==> src/rtl/mio_read_seq.sv <==
module mio_read_seq #(
  parameter int AW = 21,
  parameter int XW = 24
) (
  input  logic          clk,
  input  logic          rst_n,
  input  logic          sck,
  input  logic          cs_n,
  input  logic          qpi_en,
  input  logic          qpi_dummy6,
  input  logic          wrap_en,
  input  logic [1:0]    wrap_sel,
  input  logic [3:0]    io_in,
  input  logic [7:0]    rd_data,
  output logic [3:0]    io_out,
  output logic [3:0]    io_oe,
  output logic [2:0]    phase,
  output logic [2:0]    lanes,
  output logic [AW-1:0] addr
);
  typedef enum logic [2:0] {
    PH_IDLE = 3'd0, PH_CMD = 3'd1, PH_ADDR = 3'd2,
    PH_WAIT = 3'd3, PH_DATA = 3'd4, PH_SKIP = 3'd5
  } ph_t;

  ph_t           ph;
  logic          sck_q;
  logic [2:0]    rw;
  logic [4:0]    cnt;
  logic [XW-1:0] sh;
  logic [AW-1:0] addr_q;

  wire rise = sck & ~sck_q & ~cs_n;
  wire [2:0] cmd_w = qpi_en ? 3'd4 : 3'd1;
  wire [2:0] cur_w = (ph == PH_CMD) ? cmd_w : rw;

  logic [XW-1:0] sh_nx;
  logic [4:0]    len;
  logic [2:0]    dec_w;
  logic [3:0]    lane_mask;

  always_comb begin
    case (cur_w)
      3'd2:    sh_nx = {sh[XW-3:0], io_in[1:0]};
      3'd4:    sh_nx = {sh[XW-5:0], io_in};
      default: sh_nx = {sh[XW-2:0], io_in[0]};
    endcase
    case (rw)
      3'd2:    lane_mask = 4'h3;
      3'd4:    lane_mask = 4'hF;
      default: lane_mask = 4'h1;
    endcase
    case (ph)
      PH_CMD:  len = qpi_en ? 5'd2 : 5'd8;
      PH_ADDR: len = (rw == 3'd4) ? 5'(XW / 4) : (rw == 3'd2) ? 5'(XW / 2) : 5'(XW);
      PH_WAIT: len = qpi_en ? (qpi_dummy6 ? 5'd6 : 5'd4)
                            : (rw == 3'd4) ? 5'd6 : (rw == 3'd2) ? 5'd4 : 5'd8;
      default: len = (rw == 3'd4) ? 5'd2 : (rw == 3'd2) ? 5'd4 : 5'd8;
    endcase
    if (qpi_en)
      dec_w = (sh_nx[7:0] == 8'hEB) ? 3'd4 : 3'd0;
    else
      case (sh_nx[7:0])
        8'h0B:   dec_w = 3'd1;
        8'hBB:   dec_w = 3'd2;
        8'hEB:   dec_w = 3'd4;
        default: dec_w = 3'd0;
      endcase
  end

  wire last = (cnt == len - 5'd1);

  wire [AW-1:0] win_mask = AW'((32'd8 << wrap_sel) - 32'd1);
  wire [AW-1:0] lin_nx   = addr_q + AW'(1);
  wire [AW-1:0] addr_nx  = wrap_en ? ((addr_q & ~win_mask) | (lin_nx & win_mask)) : lin_nx;

  always_ff @(posedge clk or negedge rst_n) begin
    if (!rst_n) begin
      ph <= PH_IDLE; sck_q <= 1'b0; rw <= 3'd1; cnt <= '0; sh <= '0; addr_q <= '0;
    end else begin
      sck_q <= sck;
      if (cs_n) begin
        ph <= PH_IDLE; cnt <= '0;
      end else begin
        case (ph)
          PH_IDLE: begin ph <= PH_CMD; cnt <= '0; end
          PH_CMD: if (rise) begin
            sh <= sh_nx;
            if (last) begin
              cnt <= '0;
              if (dec_w != 3'd0) begin rw <= dec_w; ph <= PH_ADDR; end
              else ph <= PH_SKIP;
            end else cnt <= cnt + 5'd1;
          end
          PH_ADDR: if (rise) begin
            sh <= sh_nx;
            if (last) begin
              cnt <= '0; addr_q <= sh_nx[AW-1:0]; ph <= PH_WAIT;
            end else cnt <= cnt + 5'd1;
          end
          PH_WAIT: if (rise) begin
            if (last) begin cnt <= '0; ph <= PH_DATA; end
            else cnt <= cnt + 5'd1;
          end
          PH_DATA: if (rise) begin
            if (last) begin cnt <= '0; addr_q <= addr_nx; end
            else cnt <= cnt + 5'd1;
          end
          default: ;
        endcase
      end
    end
  end

  int sft;
  always_comb begin
    sft    = 8 - int'(rw) * (int'(cnt) + 1);
    io_out = (ph == PH_DATA) ? (4'(rd_data >> sft) & lane_mask) : 4'h0;
  end

  assign io_oe = (ph == PH_DATA) ? lane_mask : 4'h0;
  assign phase = ph;
  assign lanes = (ph == PH_IDLE || ph == PH_SKIP) ? 3'd0 : cur_w;
  assign addr  = addr_q;

  p_cs_idle_r1: assert property (@(posedge clk) disable iff (!rst_n)
    cs_n |=> ph == PH_IDLE);
  p_cmd_next_r3: assert property (@(posedge clk) disable iff (!rst_n)
    ph == PH_CMD |=> ph inside {PH_CMD, PH_ADDR, PH_SKIP, PH_IDLE});
  p_skip_hold_r3: assert property (@(posedge clk) disable iff (!rst_n)
    ph == PH_SKIP |=> ph inside {PH_SKIP, PH_IDLE});
  p_addr_next_r4: assert property (@(posedge clk) disable iff (!rst_n)
    ph == PH_ADDR |=> ph inside {PH_ADDR, PH_WAIT, PH_IDLE});
  p_wait_next_r5: assert property (@(posedge clk) disable iff (!rst_n)
    ph == PH_WAIT |=> ph inside {PH_WAIT, PH_DATA, PH_IDLE});
  p_addr_hold_r7: assert property (@(posedge clk) disable iff (!rst_n)
    (ph == PH_DATA && !rise) |=> $stable(addr_q));
  p_wrap_window_r8: assert property (@(posedge clk) disable iff (!rst_n)
    (ph == PH_DATA && wrap_en) |=> addr_q[AW-1:6] == $past(addr_q[AW-1:6]));
endmodule

==> config.mk <==
export PLATFORM = sky130hd
export DESIGN_NAME = mio_read_seq
export DESIGN_NICKNAME = d
export VERILOG_FILES = /design/src/rtl/mio_read_seq.sv
export SDC_FILE = /design/constraint.sdc
export NUM_CORES = 1
export LEC_CHECK = 0
export BUFFER_PORTS_ARGS = -buffer_cell sky130_fd_sc_hd__buf_2
export CAP_MARGIN = 20
export CORE_UTILIZATION = 55
export CTS_BUF_LIST = sky130_fd_sc_hd__clkbuf_16
export DETAILED_ROUTE_END_ITERATION = 10
export PLACE_DENSITY = 0.77
export SYNTH_ARGS = -nofsm -noshare
export SYNTH_HDL_FRONTEND = slang
export SYNTH_SLANG_ARGS = --single-unit
export TNS_END_PERCENT = 5
==> constraint.sdc <==
create_clock -name clk -period 4.3 [get_ports clk]
set_input_delay 1.075 -clock clk [delete_from_list [all_inputs] [get_ports clk]]
set_output_delay 1.075 -clock clk [all_outputs]
set_load 0.01 [all_outputs]
==> impl_results.md, run 1 <==
- Status: finished, violations left
- Failing checks: setup timing
- Post-Route WL: 11,000 µm
- Drc violations: 0
- Pleak: 0.00210 µW
- Synth warnings: 0
- Via-to-Cell Ratio: 6.38
- Port buffer count: 55
- # Max-Cap Violations: 0
- Placer congestion estimate: 0.897
- DRT antenna net count: 0
- Num CTS Buffers: 5
- Crit end category: primary output
- Most frequent cell after synthesis: dfrtp_1
- Top post-synthesis cells by area: dfrtp_1 32%, a21oi_1 6.2%, ha_1 5.5%
- Clock slew at reported path FFs: 0.07 ns
- FMAX: 222 MHz
- Clock Skew: 0.00558 ns
- Min-delay worst type: reg2reg
- Distinct cells, synth: 68
- Critical Path RT: 3.22 ns
- Die area: 7800 µm²
- First-pass GRT wire length: 17,700 µm
- Routed len/inst: 17.2 µm
- Vias in the first global route: 3,675
- WS Path Type: reg2out
- Post-route design area: 4780 µm²
- Clock root buffer: clkbuf_16
- Post-synth ARST share: 1.00
- Register area share after synthesis: 0.324
- Vias: 4,084
- CTS Sinks: 53
- Final Critical Period: 4.51 ns
- Top delay family on crit path: adder cells
- CTS max path bufs: 2
- Post-synth EDFFs: 0
- WP data arrival: 3.44 ns
- Area delta synth->final: 16.8%
- Yosys reg bits: 53
- Clock Latency Late Sink: 0.29 ns
- Slowest CP cell: fa_1
- Top Ports: 56
- Site Rows: 31
- Synth top cells by count: 52 x dfrtp_1, 51 x a21oi_1, 50 x nand2_1
- Final-stage net count: 584
- Grt total ovfl: 0
- Worst setup SP type: flip-flop
- Share of the synthesized area in the top cell type: 0.318
- Critical path cell sequence: ha_2 -> xor2_1 -> and2_1 -> ha_4 -> fa_1 -> inv_2 -> ha_4 -> xor2_1 -> nand4b_1 -> a21oi_1 -> nand3_1 -> nor2_1 -> and2_1 -> buf_2
- H-tree Lvls: 2
- Iter 0 DRT Violations: 461
- Largest net degree at the start of global routing: 40
- Dpl hpwl: 8030 µm
- Syn nets: 529
- Yosys top cell by area: dfrtp_1
- Post-Syn Area per Cell: 8.45 µm²
- Starting Density: 0.568
- Placed Instance Area: 4510 µm²
- Least-Margin Pin Slew: 0.786 ns
- GRT Util Overall: 0.291
- Slew Viols, Final: 0
- Final Hold Vio Count: 0
- PD cells: 283 nW/µm²
- VDD IR max: 0.175 mV
- Core area: 7210 µm²
- Setup-failing EPs final: 4
- Initial antenna violation count: 0
- Antenna diode instance count: 0
- DR pass1 iterations: 8
- CP max stage delay: 0.55 ns
- Max_slew headroom: 0.476
- Post-synthesis cell count: 485
- Final WS setup: -0.212 ns
- Tcrit/Tclk final: 1.05
- Synth Cell Area: 4100 µm²
- Pre-CTS WS: -0.0107 ns
- CP Buf/Inv Count: 2
- Main flop type after synthesis: dfrtp_1
- CTS tree: done
- Hold buffers post-CTS: 0
- Die width: 88.3 µm
- Proportion of layout cells with a drive suffix above 1: 0.211
- Height of the die: 88.3 µm
- Critical Path Fanout Max: 3
- Unrepaired setup endpoints after global routing: yes
power by group:
group / internal, µW / switching (µW) / total (µW)
Sequential: 563 / 77.9 / 641
Combinational: 142 / 176 / 318
Clock: 215 / 181 / 397
routing by layer:
metal / GRT usage / share of wire
met5: 0 / 0
met4: 0.0762 / 0.013
met3: 0.0541 / 0.075
met2: 0.451 / 0.47
met1: 0.421 / 0.44
timing repair:
action | CTS | global route
gates resized for setup | 11 | 5
pin swaps | 5 | 4
setup endpoints to repair | 4 | 4
setup buffers | 2 | 1
stage by stage:
stage / total power [µW] / hold WS (ns) / cells / TNS, ns / utilization
2_1_floorplan: 837 / 0.496 / 485 / 0 / -
3_3_place_gp: 943 / 0.514 / 629 / 0 / 0.625
3_5_place_dp: 956 / 0.520 / 629 / -0.0125 / 0.625
4_1_cts: 1350 / 0.536 / 639 / -0.277 / 0.656
5_1_grt: 1420 / 0.555 / 640 / -1.41 / 0.663
6_report: 1360 / 0.551 / 640 / -0.793 / 0.663
cell usage in the layout, fill, tap and decap left out, types with 5 or more instances in the layout:
| cell | synthesis | routed |
|---|---|---|
| nand2b_1 | 5 | 5 |
| nor3_1 | 6 | 5 |
| a222oi_1 | 16 | 16 |
| nor2b_1 | 6 | 6 |
| a21oi_1 | 51 | 50 |
| nand3_1 | 17 | 17 |
| a22o_1 | 8 | 8 |
| nand2_1 | 50 | 50 |
| clkbuf_16 | 0 | 5 |
| ha_4 | 0 | 6 |
| and2_1 | 15 | 14 |
| nor2_1 | 41 | 41 |
| a31oi_1 | 6 | 6 |
| inv_1 | 24 | 24 |
| a2bb2oi_1 | 5 | 5 |
| ha_1 | 18 | 11 |
| mux2i_1 | 10 | 10 |
| o21ai_0 | 30 | 30 |
| buf_2 | 4 | 55 |
| dfrtp_1 | 52 | 52 |
| buf_4 | 4 | 23 |
cell type report:
cell class / count / area [µm²]
inverter: 26 / 97.6
multi-input combinational: 376 / 2650
fill: 624 / 2430
clock buffer: 5 / 125
tap: 99 / 124
clock inverter: 3 / 17.5
timing repair buffer: 78 / 448
sequential: 53 / 1330
path summary, 6_finish.rpt:
kind                                start   endpoint  slack [ns]  cells past startpoint
worst max-delay path               cnt[0]  io_out[2]       -0.21                     14
worst min-delay path            flip-flop  flip-flop        0.55                      1
worst max register to register      rw[2]      rw[1]        0.70                      8
worst min register to register  flip-flop  flip-flop        0.55                      1
max in group asynchronous           rst_n      rw[0]        2.66                      2
min in group asynchronous           rst_n     sh[19]        0.78                      1
cell families after synthesis:
group,count (synthesis),synth area share
AOI/OAI and AO/OA,159,0.260
xor gates and xnor gates,7,0.0195
adders and majority gates,23,0.0794
buffers and inverters,56,0.0580
DFF,53,0.324
muxes,15,0.0409
and+or+nand+nor,172,0.218
(Power assumes the default switching activity.)
==> run 2, diff against run 1 <==
--- a/config.mk
+++ b/config.mk
@@ -11,6 +11,7 @@
 export CTS_BUF_LIST = sky130_fd_sc_hd__clkbuf_16
 export DETAILED_ROUTE_END_ITERATION = 10
 export PLACE_DENSITY = 0.77
+export SKIP_LAST_GASP = 1
 export SYNTH_ARGS = -nofsm -noshare
 export SYNTH_HDL_FRONTEND = slang
 export SYNTH_SLANG_ARGS = --single-unit
==> run 2 against run 1 <==
Effect of this change: the run still ends with setup timing left; die area stayed put; worst hold slack worse by 0.0080 ns; utilization is 0.42 points higher; fmax is 1.4% lower; register-to-register slack hardly changed; sequential power hardly changed; non-clock buffer count stayed put; largest cell class unchanged.
==> impl_results.md, run 2 (synthesized netlist as in run 1, its figures left out) <==
- Status: finished, violations left (unchanged)
- Failing checks: setup timing (unchanged)
- Antenna diode instance count: 0 (unchanged)
- DR pass1 iterations: 9 (was 8)
- Core area: 7210 µm² (unchanged)
- Port buffer count: 55 (unchanged)
- Vias: 4,094 (was 4,084)
- CTS Sinks: 53 (unchanged)
- Starting Density: 0.568 (unchanged)
- Final WS setup: -0.276 ns (was -0.212 ns)
- Drc violations: 0 (unchanged)
- Final Critical Period: 4.58 ns (was 4.51 ns)
- Setup-failing EPs final: 4 (unchanged)
- WP data arrival: 3.50 ns (was 3.44 ns)
- Die area: 7800 µm² (unchanged)
- Non-filler instance count after layout: 640 (unchanged)
- Slowest CP cell: fa_1 (unchanged)
- Clock Skew: 0.00840 ns (was 0.00558 ns)
- Grt total ovfl: 0 (unchanged)
- Pre-CTS WS: -0.0107 ns (unchanged)
- Power consumption: 1360 µW (about the same)
- Initial antenna violation count: 0 (unchanged)
- CTS tree: done (unchanged)
- Hold buffers post-CTS: 0 (unchanged)
- Via-to-Cell Ratio: 6.40 (was 6.38)
- Least-Margin Pin Slew: 0.773 ns (was 0.786 ns)
- Clock root buffer: clkbuf_16 (unchanged)
- FMAX: 219 MHz (was 222 MHz)
- Finished Core Util: 0.667 (was 0.663)
- Site Rows: 31 (unchanged)
- Worst setup SP type: flip-flop (unchanged)
- Placer congestion estimate: 0.897 (unchanged)
- H-tree Lvls: 2 (unchanged)
- Vias in the first global route: 3,670 (was 3,675)
- Iter 0 DRT Violations: 505 (was 461)
- Die width: 88.3 µm (unchanged)
- # Max-Cap Violations: 0 (unchanged)
- Max_slew headroom: 0.485 (was 0.476)
- Slew Viols, Final: 0 (unchanged)
- Critical Path RT: 3.22 ns (about the same)
- Num CTS Buffers: 5 (unchanged)
- Critical path cell sequence: ha_4 -> xor2_2 -> and2_4 -> fa_2 -> fa_1 -> inv_1 -> ha_4 -> xor2_1 -> nand4b_1 -> a21oi_1 -> nand3_1 -> nor2_1 -> and2_1 -> buf_2 (was ha_2 -> xor2_1 -> and2_1 -> ha_4 -> fa_1 -> inv_2 -> ha_4 -> xor2_1 -> nand4b_1 -> a21oi_1 -> nand3_1 -> nor2_1 -> and2_1 -> buf_2)
- Final Hold Vio Count: 0 (unchanged)
- CTS max path bufs: 2 (unchanged)
- VDD IR max: 0.175 mV (about the same)
- Post-Place Cells: 629 (unchanged)
- DRT antenna net count: 0 (unchanged)
- Final-stage net count: 584 (unchanged)
- CP max stage delay: 0.51 ns (was 0.55 ns)
- Unrepaired setup endpoints after global routing: yes (unchanged)
- Largest net degree at the start of global routing: 40 (unchanged)
- Critical Path Fanout Max: 3 (unchanged)
- Min-delay worst type: reg2reg (unchanged)
- Area delta synth->final: 17.5% (was 16.8%)
- Pleak: 0.00210 µW (about the same)
- Dpl hpwl: 8030 µm (unchanged)
- Height of the die: 88.3 µm (unchanged)
- Crit end category: primary output (unchanged)
- Clock slew at reported path FFs: 0.07 ns (about the same)
- Clock Latency Late Sink: 0.29 ns (about the same)
- GRT Util Overall: 0.290 (was 0.291)
- Fill cell count: 621 (was 624)
- Proportion of layout cells with a drive suffix above 1: 0.213 (was 0.211)
- Commonest cells after routing, fill and taps aside: 55 x buf_2, 52 x dfrtp_1, 50 x nand2_1, 50 x a21oi_1, 41 x nor2_1 (unchanged)
- First-pass GRT wire length: 17,700 µm (about the same)
- Commonest non-fill, non-tap cell in the layout: buf_2 (unchanged)
- Routed len/inst: 17.3 µm (was 17.2 µm)
- PD cells: 282 nW/µm² (was 283 nW/µm²)
- WS Path Type: reg2out (unchanged)
- Post-Route WL: 11,100 µm (was 11,000 µm)
- Top Ports: 56 (unchanged)
- Tcrit/Tclk final: 1.06 (was 1.05)
- CP most frequent cell: ha_4
[run 2: cell counts in the layout (fill, tap and decap cells not counted)]
No cell type changed its count.
[run 2: per-stage QoR]
stage | TNS, ns | area [µm²] | hold slack (ns)
after floorplan | 0 | 4100 | 0.496
after global placement | 0 | 4510 | 0.514
after detailed placement | -0.0125 | 4510 | 0.520
after CTS | -0.360 | 4720 | 0.536
after global routing | -1.61 | 4810 | 0.555
final | -0.910 | 4810 | 0.543
[run 2: cell type report]
cell class                      count  area, µm²  area share
Multi-Input combinational cell    376       2680       0.556
Sequential cell                    53       1330       0.276
Timing Repair Buffer               78        448      0.0930
Clock buffer                        5        125      0.0260
Tap cell                           99        124      0.0257
Inverter                           26       97.6      0.0203
Clock inverter                      3       17.5     0.00364
[run 2: report_power, final]
group,switching [µW],leakage (µW),internal (µW)
sequential,77.1,0.000671,563
clock,183,0.0000754,215
combinational,176,0.00136,142
[run 2: critical path: cells and delay by family, from the launching register on]
| kind | cells | cell delay, ns |
|---|---|---|
| adder cells (fa/ha/maj) | 4 | 1.32 |
| AND/OR/NAND/NOR | 5 | 0.76 |
| flip-flops | 1 | 0.41 |
| XOR/XNOR | 2 | 0.36 |
| buffers and inverters | 2 | 0.20 |
| AO/OA/AOI/OAI | 1 | 0.16 |
[run 2: repair_timing]
action / 4_1_cts / 5_1_grt
setup buffers: 2 / 1
setup endpoints to repair: 4 / 4
pin swaps: 4 / 5
gates resized for setup: 8 / 10
[run 2: path summary, 6_finish.rpt]
check	startpoint	end	slack, ns	depth (start not counted)
setup / recovery	cnt[0]	io_out[2]	-0.28	14
setup reg to reg	rw[2]	rw[1]	0.70	8
hold reg to reg	flip-flop	flip-flop	0.54	1
min in group asynchronous	rst_n	sh[19]	0.77	1
max in group asynchronous	rst_n	rw[0]	2.66	2
hold / removal	flip-flop	flip-flop	0.54	1
[run 2: per-layer routing]
metal  track usage  vias up  routed length (µm)
li1              -     1914                   -
met1         0.420     1974                4870
met2         0.449      192                5290
met3        0.0541       14                 816
met4        0.0762        0                 119
met5             0        -                   0
